`config.mk`:
```
export PLATFORM = sky130hd
export DESIGN_NAME = packed_slot_sequencer
export DESIGN_NICKNAME = d
export VERILOG_FILES = /design/src/rtl/pss_pkg.sv /design/src/rtl/pss_slot_mux.sv /design/src/rtl/pss_gap_timer.sv /design/src/rtl/packed_slot_sequencer.sv
export SDC_FILE = /design/constraint.sdc
export NUM_CORES = 1
export LEC_CHECK = 0
export ABC_AREA = 1
export BUFFER_PORTS_ARGS = -buffer_cell sky130_fd_sc_hd__buf_2
export CAP_MARGIN = 20
export CORE_AREA = 2 2 47 49
export DETAILED_ROUTE_END_ITERATION = 10
export DIE_AREA = 0 0 49 51
export PLACE_DENSITY = 0.74
export SYNTH_ARGS = -nofsm -noshare
export SYNTH_HDL_FRONTEND = slang
export SYNTH_SLANG_ARGS = --single-unit
```
`constraint.sdc`:
```
create_clock -name clk -period 2 [get_ports clk]
set_clock_uncertainty 0.15 [all_clocks]
set_input_delay 0.3 -clock clk [delete_from_list [all_inputs] [get_ports clk]]
set_output_delay 0.3 -clock clk [all_outputs]
set_load 0.01 [all_outputs]
```
`src/rtl/pss_pkg.sv`:
```
package pss_pkg;

    localparam int OPC_W = 5;

    // Opcodes that leave the word: jumps, calls, conditional branches
    // (0..3) and memory fetch/store (8..15). Values 4..7 stay in the word.
    function automatic logic ends_word(input logic [OPC_W-1:0] op);
        return (op[4] == 1'b0) && (op[3:2] != 2'b01);
    endfunction

endpackage

```
`src/rtl/pss_slot_mux.sv`:
```
module pss_slot_mux #(
    parameter int WORD_W  = 18,
    parameter int N_SLOTS = 3,
    parameter int OP_W    = 5
) (
    input  logic [WORD_W-1:0]  word_i,
    input  logic [N_SLOTS-1:0] sel_i,
    output logic [OP_W-1:0]    op_o
);

    logic [N_SLOTS-1:0][OP_W-1:0] field;

    generate
        for (genvar i = 0; i < N_SLOTS; i++) begin : g_field
            assign field[i] = word_i[WORD_W-1-i*OP_W -: OP_W];
        end
    endgenerate

    always_comb begin
        op_o = '0;
        for (int i = 0; i < N_SLOTS; i++) begin
            if (sel_i[i]) begin
                op_o = op_o | field[i];
            end
        end
    end

endmodule

```
`src/rtl/pss_gap_timer.sv`:
```
module pss_gap_timer #(
    parameter int GAP = 2
) (
    input  logic clk,
    input  logic rst_n,
    input  logic load_i,
    input  logic run_i,
    output logic expired_o
);

    localparam int CW = (GAP > 1) ? $clog2(GAP) : 1;
    localparam logic [CW-1:0] RELOAD = CW'(GAP - 1);

    logic [CW-1:0] cnt_d, cnt_q;

    always_comb begin
        cnt_d = cnt_q;
        if (load_i) begin
            cnt_d = RELOAD;
        end else if (run_i && (cnt_q != '0)) begin
            cnt_d = cnt_q - 1'b1;
        end
    end

    always_ff @(posedge clk or negedge rst_n) begin
        if (!rst_n) begin
            cnt_q <= '0;
        end else begin
            cnt_q <= cnt_d;
        end
    end

    assign expired_o = (cnt_q == '0);

    generate
        if (GAP > 1) begin : g_chk
            AST_GAP_NOT_EARLY: assert property (@(posedge clk) disable iff (!rst_n)
                load_i |=> !expired_o);
        end
    endgenerate

endmodule

```
`src/rtl/packed_slot_sequencer.sv`:
```
module packed_slot_sequencer #(
    parameter int WORD_W     = 18,
    parameter int N_SLOTS    = 3,
    parameter int GAP_CYCLES = 2
) (
    input  logic              clk,
    input  logic              rst_n,
    input  logic              ready_i,
    input  logic [WORD_W-1:0] word_i,
    output logic [4:0]        op_o,
    output logic              issue_o,
    output logic              fetch_req_o
);

    import pss_pkg::*;

    localparam logic [N_SLOTS-1:0] FIRST_SEL = N_SLOTS'(1);

    typedef struct packed {
        logic [WORD_W-1:0]  word;
        logic [N_SLOTS-1:0] sel;
        logic [OPC_W-1:0]   op;
        logic               issue;
        logic               req;
    } state_t;

    state_t s_d, s_q;

    logic               active;
    logic               gap_done;
    logic               step;
    logic               last;
    logic               load_gap;
    logic [WORD_W-1:0]  pick_word;
    logic [N_SLOTS-1:0] pick_sel;
    logic [OPC_W-1:0]   picked_op;

    assign active = |s_q.sel;

    // Source of the next slot: a fresh word wins over the one in progress.
    always_comb begin
        if (ready_i) begin
            pick_word = word_i;
            pick_sel  = FIRST_SEL;
        end else begin
            pick_word = s_q.word;
            pick_sel  = s_q.sel << 1;
        end
    end

    pss_slot_mux #(
        .WORD_W  (WORD_W),
        .N_SLOTS (N_SLOTS),
        .OP_W    (OPC_W)
    ) u_mux (
        .word_i (pick_word),
        .sel_i  (pick_sel),
        .op_o   (picked_op)
    );

    pss_gap_timer #(
        .GAP (GAP_CYCLES)
    ) u_gap (
        .clk       (clk),
        .rst_n     (rst_n),
        .load_i    (load_gap),
        .run_i     (active),
        .expired_o (gap_done)
    );

    assign step     = ready_i || (active && gap_done);
    assign last     = pick_sel[N_SLOTS-1] || ends_word(picked_op);
    assign load_gap = step && !last;

    always_comb begin
        s_d       = s_q;
        s_d.issue = 1'b0;
        s_d.req   = 1'b0;
        if (step) begin
            s_d.word  = pick_word;
            s_d.op    = picked_op;
            s_d.issue = 1'b1;
            if (last) begin
                s_d.sel = '0;
                s_d.req = 1'b1;
            end else begin
                s_d.sel = pick_sel;
            end
        end
    end

    always_ff @(posedge clk or negedge rst_n) begin
        if (!rst_n) begin
            s_q <= '0;
        end else begin
            s_q <= s_d;
        end
    end

    assign op_o        = s_q.op;
    assign issue_o     = s_q.issue;
    assign fetch_req_o = s_q.req;

    AST_READY_ISSUES_TOP: assert property (@(posedge clk) disable iff (!rst_n)
        ready_i |=> issue_o && (op_o == $past(word_i[WORD_W-1 -: OPC_W])));
    AST_SEL_ONEHOT: assert property (@(posedge clk) disable iff (!rst_n)
        $onehot0(s_q.sel));
    AST_REQ_WITH_ISSUE: assert property (@(posedge clk) disable iff (!rst_n)
        fetch_req_o |-> issue_o);
    AST_IDLE_AFTER_REQ: assert property (@(posedge clk) disable iff (!rst_n)
        fetch_req_o && !ready_i |=> !issue_o);
    AST_EARLY_END: assert property (@(posedge clk) disable iff (!rst_n)
        issue_o && ends_word(op_o) |-> fetch_req_o);
    AST_OP_HOLDS: assert property (@(posedge clk) disable iff (!rst_n)
        !issue_o |-> $stable(op_o));

endmodule

```
==> impl_results.md <==
* TritonCTS clock tree: yes
* Worst setup EP type: flip-flop
* Setup slack at placement at 0.454 ns
* VDD IR max at 0.000425 V
* Routability Congestion at 0.774
* Hold Path Depth at 3
* MaxCap Viol Count at 0
* P_leak at 0.610 nW
* DIE AREA at 0.00250 mm^2
* Clock power share at 20.2%
* Post-DRT Antenna Nets at 0
* Critical R2R Launch: s_q[8]
* Die Y at 51 um
* Via count at 725
* Post-Synthesis Cells at around 120
* Final WL at around 1600 um
* Total negative slack at 0 ns
* Most common library cells after synthesis: nand2_1, dfrtp_1, inv_1
* Ports at 28
* Gr ovfl total at 0
* Std-Cell Rows at 17
* Hold_sp: word_i[6]
* Seq/Total Area, Yosys at 54.2%
* CP cell instances: nor2_1, nand2_1, nand2_1, nand2_4, inv_2, nand2_1, o21ai_1
* N_diodes at 0
* Sw Ratio at 30.7%
* Hpwl dp at 1210 um
* Synthesized flop and latch total at 21
* Finished Layout Cells at 165
* Worst setup margin at 0.664 ns
* Vias in the first global route at about 710
* Inserted Clock Buffers at 3
* Synth area leaders: dfrtp_1, nand2_1, buf_4
* Largest stage delay, worst path at between 0.4 and 0.5 ns
* Nets@finish at ~160
* Maximum clock insertion buffer count at 2
* Fmax at 0.749 GHz
* PortBufs at 24
* Yosys cell types at 19
* Async S/R FF share, synth at 100%
* Main synth FF type: dfrtp_1
* 1st-iter DRT viols at 10
* DRC at 0
* Syn Area/Cell at approximately 8.4 um^2
* Hold crit path type: in -> reg
* Slowest-stage cell, CP: dfrtp_1
* Slew @ Worst Pin at 0.451 ns
* Final Hold Fails at 0
* Fillers at 215
* Number of post-CTS setup repair buffers at 0
* Syn_nets at 136
* Routed len/inst at 9.59 um
* Final period utilization at about 67%
* Pin count of the biggest net entering global routing at 22
* First-pass GRT wire length at 2970 um
* Unrepaired setup endpoints after global routing: false
* WHS Endpoint: s_q[16]
* Switching pwr at between 0.2 and 0.3 mW
* Area grow syn2layout at 14.5%
* Worst Path Required at 2.08 ns
* Worst R2R Path Depth at 7
* H-tree depth at 1
* Yosys top cell area share at 54.2%
* Share of cells above drive strength 1 at 27.7%
* Critical path class: reg -> reg
* CP startpoint kind: flip-flop
* Yosys top cell by area: dfrtp_1
* Top delay family on crit path: simple AND/OR/NAND/NOR gates
* Max-slew violation count at 0
* Status: completed
* Clock Latency Late Sink at 0.29 ns
* Vias/cell at around 4.4
* Post-layout minimum cycle time at 1.34 ns
* Final Cell Area at 0.00111 mm^2
* Pwr dens at 864 mW/mm^2
* Worst Path Max Fanout at 10
* Reg clk slew, reported paths at 0.11 ns
* Antenna violations before repair at 0
* Worst path bufs/invs at 1
* Gate power share at approximately 25%
* Worst slew margin at 69.9%
* Final setup fails at 0
* Sink Count at 21
* Root Driver: clkbuf_4
* Core ar. at 0.00206 mm^2
* Die width at about 50 um
* Synth Cell Area at roughly 970 um^2
* DP Cell Count at 160
* EDFF count, synth at 0
* DP Area at 0.00107 mm^2
* Starting Density at 47.0%
* FF-to-FF setup slack at 0.66 ns
* GR Util All Layers at 15.3%
* R2r endpoint: op_o[4]
* Most frequent cell on the critical path: nand2_1
* Count leader, synth: nand2_1
* Crit path DAT at around 1.4 ns
* Ys Warns at 0
* Pre-antenna DRT Iters at 4
* Pint at 0.664 mW
* Sequential power share at between 50% and 60%
## layer usage
layer	vias to the layer above	routed length, um	GRT usage (%)
li1	394	-	-
met1	313	779	20.1
met2	16	727	26.3
met3	2	68	2.63
met4	0	8	4.29
met5	-	0	0
## through the flow
step | power [mW] | utilization [%] | hold slack (ns)
after floorplan | 0.727 | - | -0.146
after global placement | 0.769 | 52.0 | 0.122
after detailed placement | 0.776 | 52.0 | 0.125
after CTS | 0.974 | 53.8 | 0.0432
after global routing | 1.05 | 53.8 | 0.0356
final | 0.959 | 53.8 | 0.0472
## cells in the final DEF, fill, tap and decap left out
cell type / instances
a21oi_1: 1
a21oi_2: 1
a41oi_1: 1
buf_2: 24
buf_4: 1
clkbuf_1: 1
clkbuf_4: 3
dfrtp_1: 21
dlygate4sd3_1: 1
inv_1: 8
inv_2: 2
nand2_1: 46
nand2_2: 1
nand2_4: 2
nand3_1: 5
nand4_1: 1
nor2_1: 6
nor2_2: 3
nor2_4: 1
o21ai_0: 3
o21ai_1: 5
## area by class of cell
cell class                 instances  area (um^2)  share of cell area, %
multi-input combinational         76          348                   31.3
sequential                        21          526                   47.4
clock buffer                       4         26.3                   2.37
tap                               28         35.0                   3.16
timing repair buffer              26          138                   12.4
inverter                          10         37.5                   3.38
## what timing repair did
| item | 4_1_cts | 5_1_grt |
|---|---|---|
| resized for setup | 0 | 0 |
| hold buffers | 1 | 0 |
| hold endpoints to repair | 21 | 0 |
| endpoints found under the setup margin | 0 | 0 |
## cell families after synthesis
group / after synthesis / synth area share [%]
buf+inv: 18 / 9.94
simple gates: 65 / 29.4
flops: 21 / 54.2
compound gates: 11 / 6.45
## worst min-delay path, delay by kind of cell
| kind | cells | cell delay, ns |
|---|---|---|
| buf+inv | 1 | 0.07 |
| simple gates | 2 | 0.09 |
## flip-flops by register name (all words and copies together) (netlist names)
signal	flops
issue_o	1
u_gap.cnt_q	1
op_o	5
s_q	13
fetch_req_o	1
## power by group through the flow
stage          clock network [mW]  registers (mW)  logic [mW]
6_report                    0.194           0.528       0.237
5_1_grt                     0.232           0.539       0.275
4_1_cts                     0.204           0.529       0.242
3_5_place_dp                    0           0.537       0.239
3_3_place_gp                    0           0.535       0.234
2_1_floorplan                   0           0.537       0.190
## how the worst max path moves through the flow
stage | to | depth (start not counted) | slack (ns) | from
floorplan | op_o[0] | 6 | 0.81 | s_q[8]
global placement | u_gap.cnt_q | 9 | 0.47 | ready_i
detailed placement | u_gap.cnt_q | 9 | 0.45 | ready_i
CTS | op_o[4] | 7 | 0.65 | s_q[8]
global route | op_o[4] | 7 | 0.51 | s_q[8]
finish | op_o[4] | 7 | 0.66 | s_q[8]
(Power assumes the default switching activity.)
